File: config.mk
export PLATFORM = sky130hd
export DESIGN_NAME = bridge_chan_status
export DESIGN_NICKNAME = d
export VERILOG_FILES = /design/src/rtl/bcs_pkg.sv /design/src/rtl/bcs_busy_flag.sv /design/src/rtl/bcs_hdr_track.sv /design/src/rtl/bcs_sticky.sv /design/src/rtl/bridge_chan_status.sv
export SDC_FILE = /design/constraint.sdc
export NUM_CORES = 1
export LEC_CHECK = 0
export BUFFER_PORTS_ARGS = -buffer_cell sky130_fd_sc_hd__clkbuf_2
export CORE_MARGIN = 4
export CORE_UTILIZATION = 50
export CTS_CLUSTER_SIZE = 10
export DETAILED_ROUTE_END_ITERATION = 10
export PLACE_DENSITY_LB_ADDON = 0.3
export SYNTH_ARGS = -nofsm -noshare
export SYNTH_HDL_FRONTEND = slang
export SYNTH_SLANG_ARGS = --single-unit
File: constraint.sdc
create_clock -name clk -period 2.8 [get_ports clk]
set_clock_uncertainty 0.1 [all_clocks]
set_input_delay 0.56 -clock clk [delete_from_list [all_inputs] [get_ports clk]]
set_output_delay 0.56 -clock clk [all_outputs]
set_load 0.005 [all_outputs]
File: src/rtl/bcs_pkg.sv
// Package: shared layout of the bridge channel status word.
// Assumes: field order below is the software-visible bit order (bit 15 first).
package bcs_pkg;

    // Status word, most significant field first.
    typedef struct packed {
        logic tx_active;     // 15
        logic rx_active;     // 14
        logic first_pkt;     // 13
        logic emi_chg;       // 12
        logic oe_chg;        // 11
        logic len_err;       // 10
        logic rsvd;          // 9
        logic tx_late;       // 8
        logic rx_late;       // 7
        logic size56_err;    // 6
        logic subtype_err;   // 5
        logic buf_full;      // 4
        logic buf_empty;     // 3
        logic blkcnt_err;    // 2
        logic cmnhdr_err;    // 1
        logic fmtcode_err;   // 0
    } status_t;

    localparam int ERR_N  = 8;           // number of error strobes
    localparam int HDR_N  = 3;           // header-tracking flags
    localparam int STK_N  = ERR_N + HDR_N;

endpackage

File: src/rtl/bcs_busy_flag.sv
// Module: one command-driven activity flag.
// Assumes: start and stop are single-cycle pulses; stop wins on a collision.
module bcs_busy_flag (
    input  logic clk,
    input  logic rst_n,
    input  logic start,
    input  logic stop,
    output logic active
);

    // Set on start, clear on stop, stop has priority.
    always_ff @(posedge clk) begin
        if (!rst_n)      active <= 1'b0;
        else if (stop)   active <= 1'b0;
        else if (start)  active <= 1'b1;
    end


    stop_clears_chk: assert property (@(posedge clk) disable iff (!rst_n)
        stop |=> !active);


    start_sets_chk: assert property (@(posedge clk) disable iff (!rst_n)
        (start && !stop) |=> active);

endmodule

File: src/rtl/bcs_hdr_track.sv
// Module: compares each accepted packet header with the previous one.
// Assumes: hdr_vld is a one-cycle strobe; packets count only while the
// receive side is active; a new session forgets the previous header.
module bcs_hdr_track #(
    parameter int EMI_W = 2
) (
    input  logic             clk,
    input  logic             rst_n,
    input  logic             sess_start,
    input  logic             rx_active,
    input  logic             hdr_vld,
    input  logic [EMI_W-1:0] hdr_emi,
    input  logic             hdr_oe,
    output logic             first_evt,
    output logic             emi_evt,
    output logic             oe_evt
);

    logic             seen;
    logic             prev_ok;
    logic [EMI_W-1:0] prev_emi;
    logic             prev_oe;
    logic             accept;

    // Event decode from the current strobe and the stored header.
    always_comb begin
        accept    = hdr_vld && rx_active;
        first_evt = accept && !seen;
        emi_evt   = accept && prev_ok && (hdr_emi != prev_emi);
        oe_evt    = accept && prev_ok && (hdr_oe  != prev_oe);
    end

    // Keep the last accepted header; a session start invalidates it.
    always_ff @(posedge clk) begin
        if (!rst_n) begin
            seen     <= 1'b0;
            prev_ok  <= 1'b0;
            prev_emi <= '0;
            prev_oe  <= 1'b0;
        end else if (sess_start) begin
            seen    <= 1'b0;
            prev_ok <= 1'b0;
        end else if (accept) begin
            seen     <= 1'b1;
            prev_ok  <= 1'b1;
            prev_emi <= hdr_emi;
            prev_oe  <= hdr_oe;
        end
    end


    first_no_change_chk: assert property (@(posedge clk) disable iff (!rst_n)
        first_evt |-> !(emi_evt || oe_evt));


    idle_no_event_chk: assert property (@(posedge clk) disable iff (!rst_n)
        !rx_active |-> !(first_evt || emi_evt || oe_evt));


    one_first_chk: assert property (@(posedge clk) disable iff (!rst_n)
        (first_evt && !sess_start) |=> !first_evt);

endmodule

File: src/rtl/bcs_sticky.sv
// Module: bank of sticky flags cleared by a read, set-wins on collision.
// Assumes: clr is a single-cycle read strobe.
module bcs_sticky #(
    parameter int N = 11
) (
    input  logic         clk,
    input  logic         rst_n,
    input  logic [N-1:0] set,
    input  logic         clr,
    output logic [N-1:0] q
);

    // Clear on read, then merge new events so none is lost.
    always_ff @(posedge clk) begin
        if (!rst_n) q <= '0;
        else        q <= (clr ? '0 : q) | set;
    end


    clear_on_read_chk: assert property (@(posedge clk) disable iff (!rst_n)
        clr |=> ((q & ~$past(set)) == '0));


    set_wins_chk: assert property (@(posedge clk) disable iff (!rst_n)
        (set != '0) |=> ((q & $past(set)) == $past(set)));

endmodule

File: src/rtl/bridge_chan_status.sv
// Module: top of the bridge channel status register.
// Assumes: all inputs are synchronous to clk; rd_data is registered and
// reads 0 outside the cycle after an address hit.
module bridge_chan_status #(
    parameter int          EMI_W    = 2,
    parameter int          ADDR_W   = 8,
    parameter logic [7:0]  REG_ADDR = 8'h4E
) (
    input  logic              clk,
    input  logic              rst_n,
    input  logic              tx_start,
    input  logic              tx_end,
    input  logic              rx_start,
    input  logic              rx_end,
    input  logic              hdr_vld,
    input  logic [EMI_W-1:0]  hdr_emi,
    input  logic              hdr_oe,
    input  logic [7:0]        err_evt,
    input  logic              fifo_full,
    input  logic              fifo_empty,
    input  logic              rd_en,
    input  logic [ADDR_W-1:0] rd_addr,
    output logic [15:0]       rd_data
);
    import bcs_pkg::*;

    localparam logic [ADDR_W-1:0] HIT_ADDR = ADDR_W'(REG_ADDR);

    logic               tx_active, rx_active;
    logic               first_evt, emi_evt, oe_evt;
    logic [STK_N-1:0]   stk_set, stk_q;
    logic               full_q, empty_q;
    logic               rd_hit;
    status_t            word;

    bcs_busy_flag u_tx (
        .clk(clk), .rst_n(rst_n), .start(tx_start), .stop(tx_end), .active(tx_active));

    bcs_busy_flag u_rx (
        .clk(clk), .rst_n(rst_n), .start(rx_start), .stop(rx_end), .active(rx_active));

    bcs_hdr_track #(.EMI_W(EMI_W)) u_hdr (
        .clk(clk), .rst_n(rst_n), .sess_start(rx_start), .rx_active(rx_active),
        .hdr_vld(hdr_vld), .hdr_emi(hdr_emi), .hdr_oe(hdr_oe),
        .first_evt(first_evt), .emi_evt(emi_evt), .oe_evt(oe_evt));

    // Sticky set vector: header flags on top, error strobes below.
    assign stk_set = {first_evt, emi_evt, oe_evt, err_evt};
    assign rd_hit  = rd_en && (rd_addr == HIT_ADDR);

    bcs_sticky #(.N(STK_N)) u_stk (
        .clk(clk), .rst_n(rst_n), .set(stk_set), .clr(rd_hit), .q(stk_q));

    // Sample buffer levels; empty comes out of reset as 1.
    always_ff @(posedge clk) begin
        if (!rst_n) begin
            full_q  <= 1'b0;
            empty_q <= 1'b1;
        end else begin
            full_q  <= fifo_full;
            empty_q <= fifo_empty;
        end
    end

    // Assemble the status word from its sources.
    always_comb begin
        word.tx_active   = tx_active;
        word.rx_active   = rx_active;
        word.first_pkt   = stk_q[10];
        word.emi_chg     = stk_q[9];
        word.oe_chg      = stk_q[8];
        word.len_err     = stk_q[7];
        word.rsvd        = 1'b0;
        word.tx_late     = stk_q[6];
        word.rx_late     = stk_q[5];
        word.size56_err  = stk_q[4];
        word.subtype_err = stk_q[3];
        word.buf_full    = full_q;
        word.buf_empty   = empty_q;
        word.blkcnt_err  = stk_q[2];
        word.cmnhdr_err  = stk_q[1];
        word.fmtcode_err = stk_q[0];
    end

    // Registered read port; zero when not addressed.
    always_ff @(posedge clk) begin
        if (!rst_n)      rd_data <= '0;
        else if (rd_hit) rd_data <= word;
        else             rd_data <= '0;
    end


    idle_read_zero_chk: assert property (@(posedge clk) disable iff (!rst_n)
        !rd_hit |=> (rd_data == '0));


    rsvd_zero_chk: assert property (@(posedge clk) disable iff (!rst_n)
        rd_data[9] == 1'b0);


    level_follow_chk: assert property (@(posedge clk) disable iff (!rst_n)
        rd_hit |=> (rd_data[4] == $past(full_q)) && (rd_data[3] == $past(empty_q)));

endmodule

Word-level counts from Yosys, hierarchy flattened

Index checks and enable logic that the tools add are counted.

Flip-flop bits (word level): 35
Input bits: 29
Output and inout bits: 16
Logic and storage cells: 29

Equality and inequality tests: 3
Mux-type cells: 1
Bitwise logic cells: 3
Reduce and logical (&&, ||, !) cells: 12

Operators by type and width:

| cell                 | number |
|---|---|
| $mux W11             | 1 |
| $or A11 B11 Y11      | 1 |
| $eq A8 B7 Y1 const B | 1 |
| $logic_and A1 B1 Y1  | 6 |
| $reduce_or A2 Y1     | 3 |
| $reduce_and A2 Y1    | 2 |
| $ne A2 B2 Y1         | 1 |
| $not A1 Y1           | 2 |
| $logic_not A1 Y1     | 1 |
| $ne A1 B1 Y1         | 1 |

Logic depth before layout (Yosys ltp)

Gate-level depths: netlist (run 1).

Depth after elaboration: 4
Mapped depth: 4
Gate-level depth less buffers: 3

Modules after synthesis

From an unflattened synthesis (run 1), not the netlist that was laid out.

Cells, all modules: 126
Area total of the unflattened synthesis: 1382.6 µm²

Modules (own cells, without submodules):

| module             | times used | cells each | area each (µm²) | seq. area each (µm²) |
|---|---|---|---|---|
| bridge_chan_status | 1          | 60         | 690.7           | 340.3 |
| bcs_sticky         | 1          | 35         | 412.9           | 220.2 |
| bcs_hdr_track      | 1          | 25         | 206.4           | 80.1 |
| bcs_busy_flag      | 2          | 3          | 36.3            | 20.0 |

Worst setup path after synthesis (run 1)

No wires, ideal clock.

Path kind: input -> register
Start point: input port rd_addr[7]
End point: register u_stk.q[8]
Setup time: 0.122 ns
Arrival: 1.597 ns
Required time: 2.578 ns
Path slack: 0.981 ns
Stages on the path: 4
Path buffers: 1
Cell sequence: or4b_4 nor3_4 buf_4 o22ai_1

Longest elaborated chain between the ends: 4

RTL lines:

| element              | RTL line                 | RTL |
|---|---|---|
| from (decl)          | bridge_chan_status.sv:22 | `input logic [ADDR_W-1:0] rd_addr,` |
| $eq A8 B7 Y1         | bridge_chan_status.sv:49 | `assign rd_hit = rd_en && (rd_addr == HIT_ADDR);` |
| $logic_and A1 B1 Y1  | bridge_chan_status.sv:49 |  |
| $mux W11             | bcs_sticky.sv:16         | `else q <= (clr ? '0 : q) \| set;` |
| $or A11 B11 Y11      | bcs_sticky.sv:16         |  |
| to (signal assigned) | bcs_sticky.sv:16         |  |
| to (decl)            | bcs_sticky.sv:10         | `output logic [N-1:0] q` |

Every way passes these cells.
A chain may end at the register's enable or synchronous reset.

Worst setup path in the final report (run 1)

Start point: input port rd_addr[7]
End point: register u_stk.q[2]

The elaborated chain is that of the path after synthesis.

==> results by group, run 1 <==
Power and ir drop
  – Gate power share: 0.064
  – P per Cell Area: about 560 mW/mm²
  – Peak VDD IR: 0.335 mV
  – Final Power: 0.785 mW
  – Clock share of power: 0.293
  – Seq pwr share: 0.643
  – Switching part of the total: 0.212
  – NetSw: around 0.17 mW
  – P_int: 0.619 mW
  – Lkg Pwr: 0.704 nW

Critical path
  – Critical path class: input port to flop
  – Cells along the critical path: clkbuf_2 > or4b_4 > nor3_4 > o21ai_0
  – CP Capture Type: flop
  – Slowest CP cell: nor3_4
  – Reg2reg path depth: 3
  – Register-to-register setup slack: 1.74 ns
  – Crit Path Max Fanout: 24
  – FF-to-FF Start: u_rx.active
  – Critical path arrival: ~2.0 ns
  – Req. time, crit path: 2.87 ns
  – CP peak stage delay: 0.59 ns
  – Startpoint Class: input port
  – FF-to-FF End: u_hdr.prev_oe

Routing
  – WL met3: ~160 µm
  – WL final: 1.97 mm
  – Met2 WL: 1.01 mm
  – Max Used Layer: met4
  – Post-route DRC violation count: 0
  – Via density: 4.70
  – M1 wire length: slightly below 800 µm
  – Antenna viol nets, final: 0
  – Initial drt markers: 17
  – Vias: 860
  – Drt wl/cell: 10.8 µm
  – Drt pass-1 iters: 4

Clock network
  – Setup Buffers After CTS: 0
  – Post_cts resized: 0
  – CTS tree: yes
  – CTS Hold Bufs: 0
  – Clock Tree Root: clkbuf_4
  – CTS HTree Levels: 2
  – CTS sink cnt: 34
  – Clock slew at reported path FFs: 0.09 ns
  – TritonCTS Buffers: 5
  – Clock Path Buffers: 2
  – Worst skew pair latency: slightly above 0.3 ns

Layout
  – Commonest cells after routing, fill and taps aside: clkbuf_2, dfxtp_1, nand2_1
  – Area growth syn-to-layout: 22.3%
  – Final Net Count: 184
  – Fin cells: 183
  – Diodes inserted: 0
  – Share of cells above drive strength 1: 0.323
  – Most common cell after layout, fill and taps aside: clkbuf_2
  – Fill cells: 204

Global routing
  – GR Overflow Total: 0
  – Largest net degree at the start of global routing: 43
  – Initial antenna violation count: 0
  – First-pass GRT wire length: 3.41 mm
  – GRT Resource Usage Total: 0.138
  – Vias in the first global route: 791

Die
  – Die W: 55.7 µm
  – Initial Utilization: 0.520
  – Top Ports: 45
  – Die ar.: 0.00310 mm²
  – Row cnt: 17
  – Die Y: 55.7 µm
  – Total core area: 0.00219 mm²

Synth
  – Yosys top cell by area: dfxtp_1
  – Syn Std Cell Area: 0.00114 mm²
  – Ys Warns: 0
  – Synth Area in XOR/XNOR: 0.0231
  – Synth top area share: 0.598
  – Post-Syn Nets: 141
  – Mapped Avg Cell Area: 10.2 µm²
  – Synth Instances: 112
  – Post-synthesis mux area share: 0.0264
  – Seq cells post-synth: 34
  – Distinct cells, synth: 24
  – Ranking of synthesized cells by area: dfxtp_1, and3_1, nand2_1
  – Adder-Cell Fraction of Synth Area: 0
  – Compound-gate portion of the synthesized area: 0.0549
  – Register area share after synthesis: 0.598
  – Simple-gate portion of the synthesized area: 0.258
  – Largest family of logic cells by synthesized area: simple AND/OR/NAND/NOR gates

Worst hold path
  – Min-delay src: tx_end
  – Hold Path End: u_tx.active
  – WHS Path Cells: 2
  – HP Class: input port to flop

Timing
  – Final Max Slew Viols: 0
  – Fin Setup TNS: 0 ns
  – Final Setup Violations: 0
  – Slew margin rel.: 0.548
  – Slew @ Worst Pin: 0.676 ns
  – RSZ-0062 raised after global routing: no
  – Fin crit share: 0.686
  – Crit path setup slack, layout: 0.879 ns
  – Post-layout min period: 1.92 ns
  – Max Clk Rate: between 0.5 and 0.6 GHz
  – Fin. Hold Viols: 0

Placed design
  – Placer Congestion: 0.731
  – DP HPWL: between 1 and 1.5 mm
  – DP Cell Count: 176
  – Place WS: roughly 0.53 ns
  – # port buffers: 43

Run
  – Max-Cap Viols: 0

Outcome
  – Outcome: completed
[sequential cells by signal, indices dropped and copies added, names as in the netlist]
register        count
empty_q             1
full_q              1
rd_data            15
u_hdr.prev_emi      2
u_hdr.prev_oe       1
u_hdr.seen          1
u_rx.active         1
u_stk.q            11
u_tx.active         1
[layout make-up]
cell class | instances | area, µm² | share of cell area
Multi-Input combinational cell | 71 | 417 | 0.299
Clock buffer | 7 | 45.0 | 0.0323
Timing Repair Buffer | 43 | 215 | 0.155
Sequential cell | 34 | 681 | 0.489
Tap cell | 28 | 35.0 | 0.0252
[per-stage QoR]
step                      instance area, µm²   util  hold WS, ns
after floorplan                         1140      -        0.325
after CTS                               1390  0.636        0.283
after detailed placement                1350  0.615        0.348
after global placement                  1350  0.615        0.338
after global routing                    1390  0.636        0.285
final                                   1390  0.636        0.296
[layer usage]
metal  GRT usage  up-vias
li1            -      462
met1       0.157      372
met2       0.230       24
met3      0.0510        2
met4      0.0625        0
met5           0        -
[kinds of logic (layout without fill, tap and decap cells)]
| logic type | count (synthesis) | count (layout) |
|---|---|---|
| AND/OR/NAND/NOR | 52 | 52 |
| flip-flops | 34 | 34 |
| AO/OA/AOI/OAI | 12 | 12 |
| buffers and inverters | 7 | 50 |
| XOR/XNOR | 3 | 3 |
| multiplexers | 3 | 3 |
| other | 1 | 1 |
[cell usage after synthesis, drive strengths merged]
library cell / n
dfxtp: 34
nand2: 20
and3: 13
o21ai: 9
clkbuf: 4
buf: 3
mux2i: 3
nor2: 3
nor2b: 3
nor3b: 3
nand3b: 2
nor4: 2
o22ai: 2
xor2: 2
a21oi: 1
and2: 1
conb: 1
nand2b: 1
nand4: 1
nand4b: 1
nor3: 1
or4b: 1
xnor2: 1
[worst max-delay path: cells and delay by family]
kind	cells	cell delay (ns)
and+or+nand+nor	2	1.15
AOI/OAI and AO/OA	1	0.20
buffers and inverters	1	0.08
[power groups by stage]
| stage | Sequential (mW) | Clock, mW | Combinational, mW |
|---|---|---|---|
| 2_1_floorplan | 0.515 | 0 | 0.0272 |
| 3_3_place_gp | 0.516 | 0 | 0.0480 |
| 3_5_place_dp | 0.517 | 0 | 0.0504 |
| 6_report | 0.505 | 0.230 | 0.0499 |
| 4_1_cts | 0.505 | 0.242 | 0.0506 |
| 5_1_grt | 0.507 | 0.265 | 0.0588 |
[worst max-delay path by stage]
stage | from | end | slack (ns) | cells after the start
4_1_cts | rd_addr[7] | u_stk.q[6] | 0.88 | 4
3_5_place_dp | rd_addr[7] | u_stk.q[6] | 0.53 | 4
2_1_floorplan | rd_addr[7] | u_stk.q[8] | 0.98 | 4
6_report | rd_addr[7] | u_stk.q[2] | 0.88 | 4
5_1_grt | rd_addr[7] | u_stk.q[6] | 0.72 | 4
3_3_place_gp | rd_addr[7] | u_stk.q[7] | 0.62 | 4
Power figures use the tool's default switching activity.
==> run 2: changes to the inputs <==
- ABC_AREA: default -> 1
- CORE_UTILIZATION: 50 -> 47
- clock period: 2.8 -> 1.9 ns (I/O delays scaled with it)
==> results by group, run 2 <==
Timing
  – Fin Setup TNS: 0 ns (unchanged)
  – Crit path setup slack, layout: 0.649 ns (-0.230 ns)
  – Fin. Hold Viols: 0 (unchanged)
  – Final Setup Violations: 0 (unchanged)
  – Max Clk Rate: ~0.80 GHz
  – Final Max Slew Viols: 0 (unchanged)
  – RSZ-0062 raised after global routing: no
  – Post-layout min period: 1.25 ns
  – Fin crit share: 0.659

Synth
  – Most numerous cell in the Yosys netlist: dfxtp_1
  – Distinct cells, synth: 18 (-25%)
  – Mapped Avg Cell Area: 8.78 µm² (-14%)
  – Ranking of synthesized cells by area: dfxtp_1, nor2_4, inv_1
  – Ys async rst share: 0 (unchanged)
  – Yosys top cell by area: dfxtp_1
  – Dominant synthesized flop cell: dfxtp_1
  – Syn Std Cell Area: 0.00126 mm² (+10%)
  – Synth top area share: 0.542 (-0.0560)
  – Seq cells post-synth: 34 (unchanged)
  – Synth Instances: 143 (+28%)
  – Most instantiated cells after synthesis: dfxtp_1, inv_1, nand2_1
  – Ys Warns: 0 (unchanged)
  – Register area share after synthesis: 0.542 (-0.0560)
  – Post-Syn Nets: 172 (+22%)
  – Post-synth EDFFs: 0 (unchanged)

Critical path
  – Critical path arrival: 0.77 ns (-1.22 ns)
  – Buffers & Inverters on Critical Path: 1 (unchanged)
  – Cells along the critical path: clkbuf_2
  – Critical path class: flop to output pin
  – CP peak stage delay: 0.33 ns (-0.26 ns)
  – Crit Path Max Fanout: 1 (-96%)
  – Startpoint Class: flop
  – CP Capture Type: output pin
  – Req. time, crit path: 1.42 ns (-1.45 ns)
  – Register-to-register setup slack: 0.85 ns (-0.89 ns)
  – Crit path max-delay family: flip-flops
  – Slowest CP cell: dfxtp_1

Global routing
  – Largest net degree at the start of global routing: 16 (-63%)
  – Initial antenna violation count: 0 (unchanged)
  – First-pass GRT wire length: 3.65 mm (+7.1%)
  – Vias in the first global route: 895 (+13%)
  – GRT Resource Usage Total: 0.145 (+0.00715)
  – GR Overflow Total: 0 (unchanged)

Routing
  – Via density: 4.35 (-7.5%)
  – Drt wl/cell: 9.87 µm (-8.3%)
  – Vias: 956 (+11%)
  – Initial drt markers: 8 (-9)
  – Drt pass-1 iters: 2 (-2)
  – WL final: 2.17 mm (+10%)
  – Antenna viol nets, final: 0 (unchanged)
  – Post-route DRC violation count: 0 (unchanged)

Layout
  – Final core occ: 0.611 (-0.0245)
  – Diodes inserted: 0 (unchanged)
  – Final Net Count: 218 (+18%)
  – Most common cell after layout, fill and taps aside: clkbuf_2
  – Commonest cells after routing, fill and taps aside: clkbuf_2, dfxtp_1, inv_1
  – Largest regs: rd_data (15), u_stk.q (11), u_hdr.prev_emi (2)
  – Area growth syn-to-layout: 22.7%
  – Post-route cell area: 0.00154 mm² (+11%)
  – Reg with most FFs: rd_data
  – Share of cells above drive strength 1: 0.353 (+0.0301)
  – Max reg flops: 15 (unchanged)

Power and ir drop
  – Clock share of power: 0.331 (+0.038)
  – Seq pwr share: 0.598 (-0.045)
  – Switching part of the total: 0.234 (+0.0229)
  – Lkg Pwr: 0.753 nW (+6.9%)
  – Gate power share: 0.071 (+0.007)
  – P per Cell Area: 804 mW/mm² (+43%)
  – P_int: 0.949 mW (+53%)
  – Peak VDD IR: 0.603 mV (+80%)
  – Final Power: 1.24 mW (+58%)
  – NetSw: 0.291 mW (+75%)

Clock network
  – Clock slew at reported path FFs: 0.10 ns (about the same)
  – CTS tree: yes
  – Clock Path Buffers: 2 (unchanged)
  – Post_cts resized: 0 (unchanged)
  – Worst skew pair latency: 0.33 ns (+0.02 ns)
  – TritonCTS Buffers: 5 (unchanged)
  – CTS HTree Levels: 2 (unchanged)
  – Clock Tree Root: clkbuf_4
  – CTS sink cnt: 34 (unchanged)
  – Setup Buffers After CTS: 0 (unchanged)
  – CTS Hold Bufs: 0 (unchanged)

Die
  – Die Y: 59.7 µm (+7.1%)
  – Die ar.: 0.00356 mm² (+15%)
  – Total core area: 0.00252 mm² (+15%)
  – Top Ports: 45 (unchanged)
  – Row cnt: 18 (+1)
  – Die W: 59.7 µm (+7.1%)
  – Initial Utilization: 0.498 (-0.0217)

Placed design
  – Dpl cell area: 0.00148 mm² (+9.7%)
  – Place WS: 0.412 ns (-0.115 ns)
  – Placer Congestion: 0.707 (-3.3%)
  – DP HPWL: 1.76 mm (+22%)
  – # port buffers: 43 (unchanged)

Worst hold path
  – HP Class: input port to flop

Outcome
  – Outcome: completed

Run
  – Max-Cap Viols: 0 (unchanged)
-- run 2: path summary, 6_finish.rpt --
check                      endpoint         from  cells after the start
setup / recovery         rd_data[3]   rd_data[3]                      1
hold / removal          u_tx.active       tx_end                      2
setup reg to reg  u_hdr.prev_emi[0]  u_rx.active                      4
hold reg to reg          rd_data[3]      empty_q                      2
-- run 2: through the flow --
| stage | std cells | hold WS (ns) |
|---|---|---|
| after floorplan | 143 | 0.294 |
| after global placement | 212 | 0.301 |
| after detailed placement | 212 | 0.303 |
| after CTS | 220 | 0.0890 |
| after global routing | 220 | 0.0755 |
| final | 220 | 0.0990 |
-- run 2: kinds of logic after synthesis --
family,count (synthesis),synth area share
AOI/OAI and AO/OA,17,0.0697
xor gates and xnor gates,1,0.00697
buffers and inverters,35,0.118
DFF,34,0.542
other,1,0.00299
and+or+nand+nor,55,0.261
-- run 2: area by class of cell --
class,instances,area (µm²)
Clock buffer,6,51.3
Inverter,31,116
Multi-Input combinational cell,74,428
Timing Repair Buffer,43,215
Sequential cell,34,681
Clock inverter,2,12.5
Tap cell,30,37.5
Fill cell,233,981
-- run 2: worst reg2reg max path, stage by stage (launching register included) --
cell	delay [ns]
dfxtp_1	0.38
nand2_1	0.12
nor2_2	0.17
o21ai_0	0.10
a21oi_1	0.11
-- run 2: metal layers --
| layer | vias up | part of all wire | track usage | wire length, µm |
|---|---|---|---|---|
| met3 | 7 | 0.075 | 0.0713 | 162 |
| met2 | 25 | 0.53 | 0.258 | 1150 |
| met4 | 0 | 0.024 | 0.0759 | 52 |
| li1 | 515 | - | - | - |
| met5 | - | 0 | 0 | 0 |
| met1 | 409 | 0.37 | 0.135 | 808 |
-- run 2: power by group through the flow --
| stage | sequential (mW) | clock (mW) | combinational [mW] |
|---|---|---|---|
| 2_1_floorplan | 0.755 | 0 | 0.0512 |
| 3_3_place_gp | 0.757 | 0 | 0.0859 |
| 3_5_place_dp | 0.758 | 0 | 0.0893 |
| 4_1_cts | 0.741 | 0.426 | 0.0900 |
| 5_1_grt | 0.745 | 0.467 | 0.101 |
| 6_report | 0.741 | 0.411 | 0.0878 |
==> run 3: changes to the inputs <==
- CORE_UTILIZATION: 47 -> 43
- clock period: 1.9 -> 1.1 ns (I/O delays scaled with it)
==> results by group, run 3 (synthesized netlist as in run 2, its figures left out) <==
Layout
  – Most common cell after layout, fill and taps aside: clkbuf_2
  – Commonest cells after routing, fill and taps aside: clkbuf_2, inv_1, dfxtp_1
  – Largest regs: rd_data (15), u_stk.q (11), u_hdr.prev_emi (2)
  – Reg with most FFs: rd_data
  – Max reg flops: 15 (unchanged)
  – Share of cells above drive strength 1: 0.381 (+0.0286)
  – Area taken by multi-input logic gates: 433 µm² (+1.2%)
  – Final Net Count: 232 (+6.4%)
  – Area growth syn-to-layout: 36.9%
  – FF+latch area: 691 µm² (+1.5%)
  – Post-route cell area: 0.00172 mm² (+12%)
  – Fin cells: 233 (+5.9%)
  – Diodes inserted: 0 (unchanged)
  – Fill cells: 251 (+7.7%)

Timing
  – Final Setup Violations: 0 (unchanged)
  – RSZ-0062 raised after global routing: yes
  – Max Clk Rate: 0.918 GHz
  – Final Max Slew Viols: 0 (unchanged)
  – Fin. Hold Viols: 0 (unchanged)
  – Fin crit share: 0.990
  – Crit path setup slack, layout: 0.0109 ns (-0.638 ns)
  – Hold WS: 0.0265 ns (-0.0725 ns)
  – Post-layout min period: approximately 1.1 ns

Critical path
  – Req. time, crit path: 0.78 ns (-0.64 ns)
  – Critical path class: flop to output pin
  – Crit Path Max Fanout: 1 (unchanged)
  – CP Capture Type: output pin
  – Critical path arrival: 0.77 ns (about the same)
  – Slowest CP cell: dfxtp_2
  – Crit path max-delay family: flip-flops
  – CP peak stage delay: 0.33 ns (about the same)
  – Cells along the critical path: buf_6
  – Buffers & Inverters on Critical Path: 1 (unchanged)
  – Startpoint Class: flop

Power and ir drop
  – P per Cell Area: 1240 mW/mm² (+54%)
  – Seq pwr share: 0.602 (+0.004)
  – NetSw: 0.471 mW (+62%)
  – Peak VDD IR: 1.14 mV (+90%)
  – Final Power: 2.12 mW (+71%)
  – P_int: 1.65 mW (+74%)
  – Clock share of power: 0.306 (-0.025)
  – Gate power share: 0.092 (+0.021)
  – Switching part of the total: 0.222 (-0.0126)
  – Lkg Pwr: 0.834 nW (+11%)

Die
  – Die W: 62.1 µm (+3.9%)
  – Total core area: 0.00278 mm² (+10%)
  – Initial Utilization: 0.452 (-0.0464)
  – Row cnt: 19 (+1)
  – Die ar.: 0.00385 mm² (+8.0%)
  – Top Ports: 45 (unchanged)
  – Die Y: 62.1 µm (+3.9%)

Routing
  – Drt wl/cell: 10.1 µm (+1.9%)
  – Antenna viol nets, final: 0 (unchanged)
  – Vias: 1017 (+6.4%)
  – Via density: 4.36 (+0.45%)
  – Drt pass-1 iters: 4 (+2)
  – Initial drt markers: 20 (+12)
  – Post-route DRC violation count: 0 (unchanged)
  – WL final: 2.34 mm (+7.9%)

Global routing
  – Vias in the first global route: 972 (+8.6%)
  – Initial antenna violation count: 0 (unchanged)
  – GR Overflow Total: 0 (unchanged)
  – GRT Resource Usage Total: 0.139 (-0.00607)
  – First-pass GRT wire length: 3.77 mm (+3.2%)
  – Largest net degree at the start of global routing: 16 (unchanged)

Placed design
  – Place WS: -0.0405 ns (-0.453 ns)
  – DP HPWL: 1.74 mm (-1.2%)
  – Placer Congestion: 0.777 (+9.9%)
  – Dpl cell area: 0.00153 mm² (+3.8%)
  – # port buffers: 43 (unchanged)
  – DP Cell Count: 217 (+2.4%)

Clock network
  – TritonCTS Buffers: 5 (unchanged)
  – CTS sink cnt: 34 (unchanged)
  – CTS tree: yes
  – Clock Path Buffers: 2 (unchanged)
  – Setup Buffers After CTS: 0 (unchanged)
  – Clock Tree Root: clkbuf_4
  – Worst skew pair latency: 0.33 ns (about the same)
  – CTS HTree Levels: 2 (unchanged)
  – Clock slew at reported path FFs: 0.10 ns (about the same)

Outcome
  – Outcome: completed

Worst hold path
  – HP Class: input port to flop

Run
  – Max-Cap Viols: 0 (unchanged)
## run 3: changes by cell type in the layout (fill, tap and decap cells not counted), sizes merged
cell and delta:
dlygate4sd3 +10, clkbuf -8, clkinvlp -1, clkinv -1
buf +12
## run 3: power groups by stage
stage / combinational, mW / sequential (mW) / clock [mW]
final: 0.196 / 1.28 / 0.649
after global routing: 0.220 / 1.28 / 0.738
after CTS: 0.195 / 1.28 / 0.680
after detailed placement: 0.167 / 1.31 / 0
after global placement: 0.161 / 1.31 / 0
after floorplan: 0.0884 / 1.30 / 0
## run 3: path summary, 6_finish.rpt
check	from	to	slack (ns)	depth (start not counted)
setup / recovery	rd_data[15]	rd_data[15]	0.01	1
hold reg to reg	full_q	rd_data[4]	0.30	2
hold / removal	err_evt[2]	u_stk.q[2]	0.03	3
setup reg to reg	u_rx.active	u_stk.q[8]	0.11	4
## run 3: metal layers
layer | track usage | part of all wire | up-vias
li1 | - | - | 542
met1 | 0.134 | 0.40 | 441
met2 | 0.243 | 0.50 | 30
met3 | 0.0806 | 0.082 | 4
met4 | 0.0545 | 0.022 | 0
met5 | 0 | 0 | -
## run 3: timing repair
action                                 in CTS  in global routing
resized for setup                           0                 19
endpoints found under the hold margin      10                  0
setup endpoints to repair                   0                 17
hold buffers                               10                  0
## run 3: layout make-up
cell class | instances | area share
Sequential cell | 34 | 0.402
Multi-Input combinational cell | 74 | 0.252
Timing Repair Buffer | 57 | 0.226
Inverter | 31 | 0.0677
Clock buffer | 6 | 0.0298
Tap cell | 31 | 0.0226
## run 3: stage by stage
step,TNS [ns],util
floorplan,0,-
global placement,0,0.552
detailed placement,-0.316,0.552
CTS,0,0.606
global route,-0.204,0.618
finish,0,0.618
